`config.mk`:
```
export PLATFORM = sky130hd
export DESIGN_NAME = usb_out_ep_hs
export DESIGN_NICKNAME = d
export VERILOG_FILES = /design/src/rtl/usb_out_hs_pkg.sv /design/src/rtl/usb_out_ep_state.sv /design/src/rtl/usb_out_csr_if.sv /design/src/rtl/usb_out_ep_hs.sv
export SDC_FILE = /design/constraint.sdc
export NUM_CORES = 1
export LEC_CHECK = 0
export BUFFER_PORTS_ARGS = -buffer_cell sky130_fd_sc_hd__clkbuf_2
export CELL_PAD_IN_SITES_DETAIL_PLACEMENT = 1
export CELL_PAD_IN_SITES_GLOBAL_PLACEMENT = 2
export CORE_MARGIN = 2
export CORE_UTILIZATION = 18
export CTS_CLUSTER_SIZE = 8
export DETAILED_ROUTE_END_ITERATION = 6
export GPL_TIMING_DRIVEN = 0
export PLACE_DENSITY_LB_ADDON = 0.1
export SLEW_MARGIN = 0
export SYNTH_ARGS = -nofsm -noshare
export SYNTH_HDL_FRONTEND = slang
export SYNTH_SLANG_ARGS = --single-unit
```
`constraint.sdc`:
```
create_clock -name clk -period 1.7 [get_ports clk]
set_clock_uncertainty 0.15 [all_clocks]
set_input_delay 0.34 -clock clk [delete_from_list [all_inputs] [get_ports clk]]
set_output_delay 0.34 -clock clk [all_outputs]
set_load 0.005 [all_outputs]
```
`src/rtl/usb_out_hs_pkg.sv`:
```
package usb_out_hs_pkg;
  typedef enum logic [1:0] {
    HS_IGNORE = 2'd0,
    HS_ACK    = 2'd1,
    HS_STALL  = 2'd2
  } hs_code_e;

  // positions inside the 3-bit slice {tclr, stall_sent, send_stall}
  localparam int SL_TCLR  = 2;
  localparam int SL_SENT  = 1;
  localparam int SL_STALL = 0;
  // bit position of the slice's LSB in the 32-bit word
  localparam int CSR_LSB  = 5;
endpackage

```
`src/rtl/usb_out_ep_state.sv`:
```
module usb_out_ep_state
  import usb_out_hs_pkg::*;
#(
  parameter int LEN_W = 11,
  parameter logic [LEN_W-1:0] MAXP = 11'd64
) (
  input  logic             clk,
  input  logic             rst,
  input  logic             wr_en,
  input  logic [2:0]       wr_bits,
  input  logic             pkt_hit,
  input  logic             pkt_data1,
  input  logic [LEN_W-1:0] pkt_len,
  output logic [2:0]       stat_bits,
  output logic [1:0]       dec_code,
  output logic             dec_accept
);
  logic tog, tclr, sent, sstall;
  logic oversize, stall_now, clr_req;

  assign oversize  = pkt_len > MAXP;
  assign stall_now = sstall | oversize;
  assign clr_req   = wr_en & wr_bits[SL_TCLR];

  always_comb begin
    if (stall_now) begin
      dec_code   = HS_STALL;
      dec_accept = 1'b0;
    end else begin
      dec_code   = HS_ACK;
      dec_accept = (pkt_data1 == tog);
    end
  end

  always_ff @(posedge clk) begin
    if (rst) begin
      tog    <= 1'b0;
      tclr   <= 1'b0;
      sent   <= 1'b0;
      sstall <= 1'b0;
    end else begin
      if (clr_req)
        tog <= 1'b0;
      else if (pkt_hit && !stall_now && (pkt_data1 == tog))
        tog <= ~tog;

      if (clr_req)
        tclr <= 1'b1;
      else if (pkt_hit)
        tclr <= 1'b0;

      if (pkt_hit && stall_now)
        sent <= 1'b1;
      else if (wr_en && !wr_bits[SL_SENT])
        sent <= 1'b0;

      if (wr_en)
        sstall <= wr_bits[SL_STALL];
    end
  end

  assign stat_bits = {tclr, sent, sstall};


  toggle_flip_chk: assert property (@(posedge clk) disable iff (rst)
    (pkt_hit && dec_accept && !clr_req) |=> (tog != $past(tog)));

  toggle_hold_chk: assert property (@(posedge clk) disable iff (rst)
    (pkt_hit && dec_code == HS_ACK && !dec_accept && !clr_req) |=> $stable(tog));

  oversize_stall_chk: assert property (@(posedge clk) disable iff (rst)
    (pkt_hit && pkt_len > MAXP && !clr_req) |=> (sent && $stable(tog)));

  sent_keep_chk: assert property (@(posedge clk) disable iff (rst)
    (wr_en && wr_bits[SL_SENT] && sent) |=> sent);

  tclr_force_chk: assert property (@(posedge clk) disable iff (rst)
    clr_req |=> (!tog && tclr));
endmodule

```
`src/rtl/usb_out_csr_if.sv`:
```
module usb_out_csr_if
  import usb_out_hs_pkg::*;
#(
  parameter int ADDR_W = 8,
  parameter int IDX_W  = 4,
  parameter int NUM_EP = 2,
  parameter logic [ADDR_W-1:0] CSR_ADDR = 8'h50,
  parameter logic [ADDR_W-1:0] IDX_ADDR = 8'h0E
) (
  input  logic                clk,
  input  logic                rst,
  input  logic                cfg_we,
  input  logic [ADDR_W-1:0]   cfg_addr,
  input  logic [31:0]         cfg_wdata,
  input  logic [NUM_EP*3-1:0] ep_stat,
  output logic [NUM_EP-1:0]   ep_wr,
  output logic [2:0]          wr_bits,
  output logic [31:0]         cfg_rdata
);
  logic [IDX_W-1:0] idx;
  logic [2:0]       sel_stat;
  logic             unused_wdata;

  assign unused_wdata = ^cfg_wdata;
  assign wr_bits = cfg_wdata[CSR_LSB +: 3];

  always_ff @(posedge clk) begin
    if (rst)
      idx <= '0;
    else if (cfg_we && cfg_addr == IDX_ADDR)
      idx <= cfg_wdata[IDX_W-1:0];
  end

  for (genvar g = 0; g < NUM_EP; g++) begin : g_wr
    assign ep_wr[g] = cfg_we && (cfg_addr == CSR_ADDR) && (idx == IDX_W'(g + 1));
  end

  always_comb begin
    sel_stat = 3'b000;
    for (int g = 0; g < NUM_EP; g++)
      if (idx == IDX_W'(g + 1)) sel_stat = ep_stat[g*3 +: 3];
  end

  always_ff @(posedge clk) begin
    if (rst)
      cfg_rdata <= '0;
    else if (cfg_addr == IDX_ADDR)
      cfg_rdata <= {{(32-IDX_W){1'b0}}, idx};
    else if (cfg_addr == CSR_ADDR)
      cfg_rdata <= {{(32-CSR_LSB-3){1'b0}}, sel_stat, {CSR_LSB{1'b0}}};
    else
      cfg_rdata <= '0;
  end


  no_stray_write_chk: assert property (@(posedge clk) disable iff (rst)
    (idx == '0 || idx > IDX_W'(NUM_EP)) |-> (ep_wr == '0));
endmodule

```
`src/rtl/usb_out_ep_hs.sv`:
```
module usb_out_ep_hs
  import usb_out_hs_pkg::*;
#(
  parameter int ADDR_W = 8,
  parameter int IDX_W  = 4,
  parameter int EP_W   = 4,
  parameter int LEN_W  = 11,
  parameter logic [LEN_W-1:0] MAXP_EP1 = 11'd64,
  parameter logic [LEN_W-1:0] MAXP_EP2 = 11'd64
) (
  input  logic              clk,
  input  logic              rst,
  input  logic              cfg_we,
  input  logic [ADDR_W-1:0] cfg_addr,
  input  logic [31:0]       cfg_wdata,
  output logic [31:0]       cfg_rdata,
  input  logic              pkt_end,
  input  logic [EP_W-1:0]   pkt_ep,
  input  logic              pkt_data1,
  input  logic [LEN_W-1:0]  pkt_len,
  output logic              hs_valid,
  output logic [1:0]        hs_code,
  output logic              hs_accept
);
  localparam int NUM_EP = 2;

  logic [NUM_EP*3-1:0] ep_stat;
  logic [NUM_EP-1:0]   ep_wr;
  logic [NUM_EP-1:0]   ep_hit;
  logic [2:0]          wr_bits;
  logic [1:0]          ep_dec [NUM_EP];
  logic [NUM_EP-1:0]   ep_acc;
  logic [1:0]          pick_code;
  logic                pick_acc;

  usb_out_csr_if #(
    .ADDR_W(ADDR_W), .IDX_W(IDX_W), .NUM_EP(NUM_EP)
  ) csr_i (
    .clk(clk), .rst(rst), .cfg_we(cfg_we), .cfg_addr(cfg_addr),
    .cfg_wdata(cfg_wdata), .ep_stat(ep_stat), .ep_wr(ep_wr),
    .wr_bits(wr_bits), .cfg_rdata(cfg_rdata)
  );

  for (genvar g = 0; g < NUM_EP; g++) begin : g_ep
    localparam logic [LEN_W-1:0] MAXP = (g == 0) ? MAXP_EP1 : MAXP_EP2;
    assign ep_hit[g] = pkt_end && (pkt_ep == EP_W'(g + 1));
    usb_out_ep_state #(.LEN_W(LEN_W), .MAXP(MAXP)) st_i (
      .clk(clk), .rst(rst), .wr_en(ep_wr[g]), .wr_bits(wr_bits),
      .pkt_hit(ep_hit[g]), .pkt_data1(pkt_data1), .pkt_len(pkt_len),
      .stat_bits(ep_stat[g*3 +: 3]), .dec_code(ep_dec[g]),
      .dec_accept(ep_acc[g])
    );
  end

  always_comb begin
    pick_code = HS_IGNORE;
    pick_acc  = 1'b0;
    for (int g = 0; g < NUM_EP; g++)
      if (ep_hit[g]) begin
        pick_code = ep_dec[g];
        pick_acc  = ep_acc[g];
      end
  end

  always_ff @(posedge clk) begin
    if (rst) begin
      hs_valid  <= 1'b0;
      hs_code   <= HS_IGNORE;
      hs_accept <= 1'b0;
    end else begin
      hs_valid  <= pkt_end;
      hs_code   <= pick_code;
      hs_accept <= pick_acc;
    end
  end


  hs_follow_chk: assert property (@(posedge clk) disable iff (rst)
    pkt_end |=> hs_valid);

  hs_quiet_chk: assert property (@(posedge clk) disable iff (rst)
    !pkt_end |=> !hs_valid);

  foreign_ep_chk: assert property (@(posedge clk) disable iff (rst)
    (pkt_end && (pkt_ep == '0 || pkt_ep > EP_W'(NUM_EP)))
      |=> (hs_code == HS_IGNORE && !hs_accept));

  code_legal_chk: assert property (@(posedge clk) disable iff (rst)
    hs_valid |-> (hs_code != 2'd3));
endmodule

```
### Yosys cells after proc, flatten, opt, wreduce, memory -nomap -nowiden

Cells that the tools add are included.

| operators by class | value |
|---|---|
| magnitude comparators | 1 |
| equal/unequal tests | 8 |
| multiplexer cells | 19 |
| bitwise gates (word level) | 7 |
| reductions and logical operators | 25 |

Operators with widths:

| kind | number |
|---|---|
| $logic_and 1x1->1 | 14 |
| $mux 1 | 12 |
| $gt 11x7->1 const B | 1 |
| $eq 4x1->1 const B | 2 |
| $eq 4x2->1 const B | 2 |
| $eq 8x4->1 const B | 1 |
| $eq 8x7->1 const B | 1 |
| $mux 2 | 4 |
| $reduce_bool 2->1 | 4 |
| $mux 3 | 2 |
| $reduce_or 2->1 | 3 |
| $mux 4 | 1 |
| $logic_not 1->1 | 3 |
| $not 1->1 | 3 |
| $reduce_or 3->1 | 1 |
| $and 1x1->1 | 2 |
| $eq 1x1->1 | 2 |
| $or 1x1->1 | 2 |

| word-level totals | value |
|---|---|
| bits in registers | 48 |
| bits of input ports | 60 |
| output and inout port bits | 36 |
| word-level logic and storage cells | 75 |

### Longest topological paths before layout

| logic depth | value |
|---|---|
| depth after elaboration | 6 |
| gate-level depth with buffers | 5 |
| gate-level depth less buffers | 4 |

### Hierarchy

From an unflattened synthesis, not the netlist that was laid out.

| second synthesis, totals | value |
|---|---|
| cells, all modules | 157 |
| area total of the unflattened synthesis | 1430.1 sq um |

Modules (own cells, without submodules):

| module | times used | cells an instance | area an instance (sq um) | seq. area each (sq um) |
|---|---|---|---|---|
| usb_out_csr_if | 1 | 81 | 704.4 | 220.2 |
| usb_out_ep_state | 2 | 29 | 264.0 | 80.1 |
| usb_out_ep_hs | 1 | 18 | 197.7 | 80.1 |

### Worst setup path after synthesis

No wires, ideal clock.

| path | value |
|---|---|
| path kind | input port to flip-flop |
| start | input port pkt_ep[3] |
| end | register g_ep[1].st_i.tog |
| setup time | 0.124 ns |
| data arrival time | 1.536 ns |
| required time | 1.426 ns |
| setup slack | -0.110 ns |
| cell stages on the path | 4 |
| path buffers | 0 |
| path through | or3b_2 > or3b_2 > nor3_1 > a211oi_1 |

| between the ends | value |
|---|---|
| longest elaborated chain between the ends | 4 |

Ends and longest elaborated chain:

| item | RTL line | text |
|---|---|---|
| from (decl) | usb_out_ep_hs.sv:18 | `input logic [EP_W-1:0] pkt_ep,` |
| $eq 4x2->1 | usb_out_ep_hs.sv:46 | `assign ep_hit[g] = pkt_end && (pkt_ep == EP_W'(g + 1));` |
| $logic_and 1x1->1 | usb_out_ep_hs.sv:46 |  |
| $logic_and 1x1->1 (2 in series) | usb_out_ep_state.sv:44 | `else if (pkt_hit && !stall_now && (pkt_data1 == tog))` |
| to (signal assigned) | usb_out_ep_state.sv:45 | `tog <= ~tog;` |
| to (decl) | usb_out_ep_state.sv:18 | `logic tog, tclr, sent, sstall;` |

Every way passes these cells.
A chain may end at the register's enable or synchronous reset.

### Worst setup path in the final report

Same ends and word-level chain as after synthesis.

==> out/results.tsv <==
stage	metric	value	unit
sta	slew_violations	0	
sta	setup_viol	0	
die	core	6420	µm²
drt	wl	3370	µm
clock_tree	clk_pin_slew	0.08	ns
sta	hold_viol	0	
synth	synthesis.area	1210	µm²
die	dieArea	7390	µm²
power_and_ir_drop	p_sw	0.253	mW
worst_setup_path	cp_slowest_stage_delay	0.55	ns
sta	relSlewSlack	54.1	%
synth	synthTopCellsByCount	buf_4, dfxtp_1, nor2_1	
worst_setup_path	cp_top_family	simple AND/OR/NAND/NOR gates	
sta	fmax	614	MHz
worst_setup_path	critPathMaxFanout	5	
die	die_h	86.0	µm
drt	wl_per_cell	11.9	µm
global_route	grt_max_degree	13	
clock_tree	root_buffer	clkbuf_8	
power_and_ir_drop	p_int	0.794	mW
die	die_x	86.0	µm
power_and_ir_drop	pwr-share-seq	51.8	%
die	num_rows	29	
synth	synth_top_area_share	38.1	%
worst_setup_path	critPathLaunch	pkt_ep[3]	
drt	firstDrtPassIters	3	
drt	viasPerCell	4.08	
worst_setup_path	cp.required	1.71	ns
cells_and_area	final_nets	266	
worst_setup_path	crit_chain	clkbuf_2 > or3b_2 > or3b_4 > nor3_1 > a211oi_1	
place	place_area	1630	µm²
sta	tightest_slew	0.682	ns
synth	synth_seq_cells	23	
sta	min_period	1.63	ns
sta	min_period_over_period	95.7	%
worst_setup_path	r2r_start	csr_i.idx[0]$_SDFFE_PP0P_	
worst_setup_path	cpMaxStageDelayCell	or3b_2	
cells_and_area	fin_area	1740	µm²
cells_and_area	insertedDiodeCount	0	
power_and_ir_drop	pwr-share-clk	33.0	%
power_and_ir_drop	max-vdd-ir-drop	0.200	mV
clock_tree	clk_latency	0.26	ns
worst_setup_path	cp_data_arrival_time	1.63	ns
synth	syn_inst	132	
clock_tree	cts_made_buffers	3	
worst_setup_path	path_class	in -> reg	
global_route	grt_pass1_wl	5290	µm
min_path	min_from	pkt_end	
synth	yosysMostFrequentCell	buf_4	
synth	synth_cell_type_count	33	
drt	drtIter0Drc	45	
run_status	status	completed	
cells_and_area	drive_gt1_share	43.4	%
place	globalplace.congestion	0.671	
job	maxCapViolations	0	
clock_tree	cts_tree	done	
synth	yosys_warnings	0	
power_and_ir_drop	sw_frac_of_total	24.1	%
synth	synth.avg_cell_area	9.17	µm²
global_route	grt_pass1_vias	1170	
drt	via_count	1150	
drt	drc	0	
clock_tree	clock_path_buffers	2	
cells_and_area	area_growth	43.5	%
global_route	antenna_found_initial	0	
worst_setup_path	cp.buffers_inverters	1	
synth	ys_seq_area_share	38.1	%
worst_setup_path	startpoint_type	primary input	
clock_tree	htreeDepth	1	
clock_tree	cts_sinks	23	
synth	synth_area_leaders	dfxtp_1, buf_4, mux2i_1	
worst_setup_path	worst_setup_path_end_kind	flop	
power_and_ir_drop	power_density	603	nW/µm²
min_path	holdCritPathClass	in -> reg	
power_and_ir_drop	combPwrFrac	15.2	%
place	port-buffer-count	44	
synth	ys.flop_type	dfxtp_1	
synth	synth_top_cell_by_area	dfxtp_1	
power_and_ir_drop	leakagePower	0.823	nW
sta	hold-worst-slack	0.141	ns
synth	synth_edf_count	0	
drt	final_antenna_net_count	0	
place	dp.final_hpwl	2810	µm
die	ios	96	
clock_tree	hold_buffers	0	
global_route	grt_overflow_total	0	
global_route	track_usage	9.02	%
die	start_util	18.8	%
synth	async_flop_share	0	%
final timing paths:
path	slack, ns	cells past startpoint	to
hold / removal	0.14	2	hs_valid$_SDFF_PP0_
setup reg to reg	0.13	4	g_ep[0].st_i.tog$_SDFFE_PP0P_
hold reg to reg	0.31	2	g_ep[1].st_i.tclr$_SDFFE_PP0P_
setup / recovery	0.07	5	g_ep[1].st_i.tog$_SDFFE_PP0P_
timing repair:
item / in CTS / in global routing
endpoints found under the hold margin: 0 / 0
resized for setup: 4 / 4
setup buffers: 1 / 1
setup endpoints to repair: 15 / 6
pin swaps: 1 / 2
cloned: 0 / 0
worst reg2reg max path, cell delays in order, from the launching register on:
cell and delay (ns):
dfxtp_1 0.43, nor4b_4 0.42, nand4_1 0.24, nand3b_1 0.15, mux2i_1 0.07
power by group through the flow:
| stage | logic (mW) | registers (mW) | clock network, mW |
|---|---|---|---|
| 5_1_grt | 0.177 | 0.543 | 0.388 |
| 4_1_cts | 0.154 | 0.543 | 0.361 |
| 6_report | 0.159 | 0.542 | 0.345 |
| 3_3_place_gp | 0.150 | 0.555 | 0 |
| 3_5_place_dp | 0.153 | 0.555 | 0 |
| 2_1_floorplan | 0.0908 | 0.555 | 0 |
cells by family (layout without fill, tap and decap cells):
logic type	Yosys count	after routing	synth area share, %
XOR/XNOR	2	2	1.45
multiplexers	7	7	5.79
buffers and inverters	28	77	16.5
flip-flops	23	23	38.1
AO/OA/AOI/OAI	19	19	10.7
other	1	25	0.310
AND/OR/NAND/NOR	52	52	27.2
per-layer routing:
metal | vias up | track usage [%] | routed length (µm)
li1 | 570 | - | -
met2 | 47 | 16.0 | 1670
met1 | 528 | 10.5 | 1390
met5 | - | 0 | 0
met4 | 0 | 4.33 | 62
met3 | 5 | 1.44 | 246
cell type report:
type / instances / area [µm²]
multi-input combinational: 105 / 704
sequential: 23 / 460
fill: 785 / 4690
buffer: 27 / 195
tap: 77 / 96.3
clock buffer: 4 / 45.0
timing repair buffer: 46 / 235
stage by stage:
stage | TNS, ns | power (mW) | std cells | worst slack, ns | util (%)
2_1_floorplan | -0.328 | 0.646 | 156 | -0.0585 | -
3_3_place_gp | -5.20 | 0.705 | 277 | -0.442 | 25.4
3_5_place_dp | -5.32 | 0.708 | 277 | -0.502 | 25.4
4_1_cts | 0 | 1.06 | 282 | 0.00568 | 26.7
6_report | 0 | 1.05 | 282 | 0.0725 | 27.0
5_1_grt | -0.000459 | 1.11 | 282 | -0.000459 | 27.0
flip-flops by register name, indices dropped and copies added, names as in the netlist:
| signal | flops |
|---|---|
| g_ep.st_i.tclr | 2 |
| hs_valid | 1 |
| g_ep.st_i.sstall | 2 |
| csr_i.idx | 4 |
| hs_code | 2 |
| g_ep.st_i.sent | 2 |
| csr_i.cfg_rdata | 7 |
| hs_accept | 1 |
| g_ep.st_i.tog | 2 |
cells in the final DEF (no fill, tap or decap), types with 2 or more instances in the layout:
cell type,instances
xnor2_1,2
dfxtp_1,23
nand2b_1,4
buf_4,27
clkbuf_8,3
nand3_1,3
o31ai_4,2
mux2i_1,7
and3_1,5
o21ai_0,3
nor3_1,2
or4_4,2
a21oi_1,7
nand4_1,7
clkbuf_1,3
nor4b_4,3
nand2_1,3
a22oi_1,3
clkbuf_2,44
nor2_1,12
conb_1,25
Power figures use the tool's default switching activity.
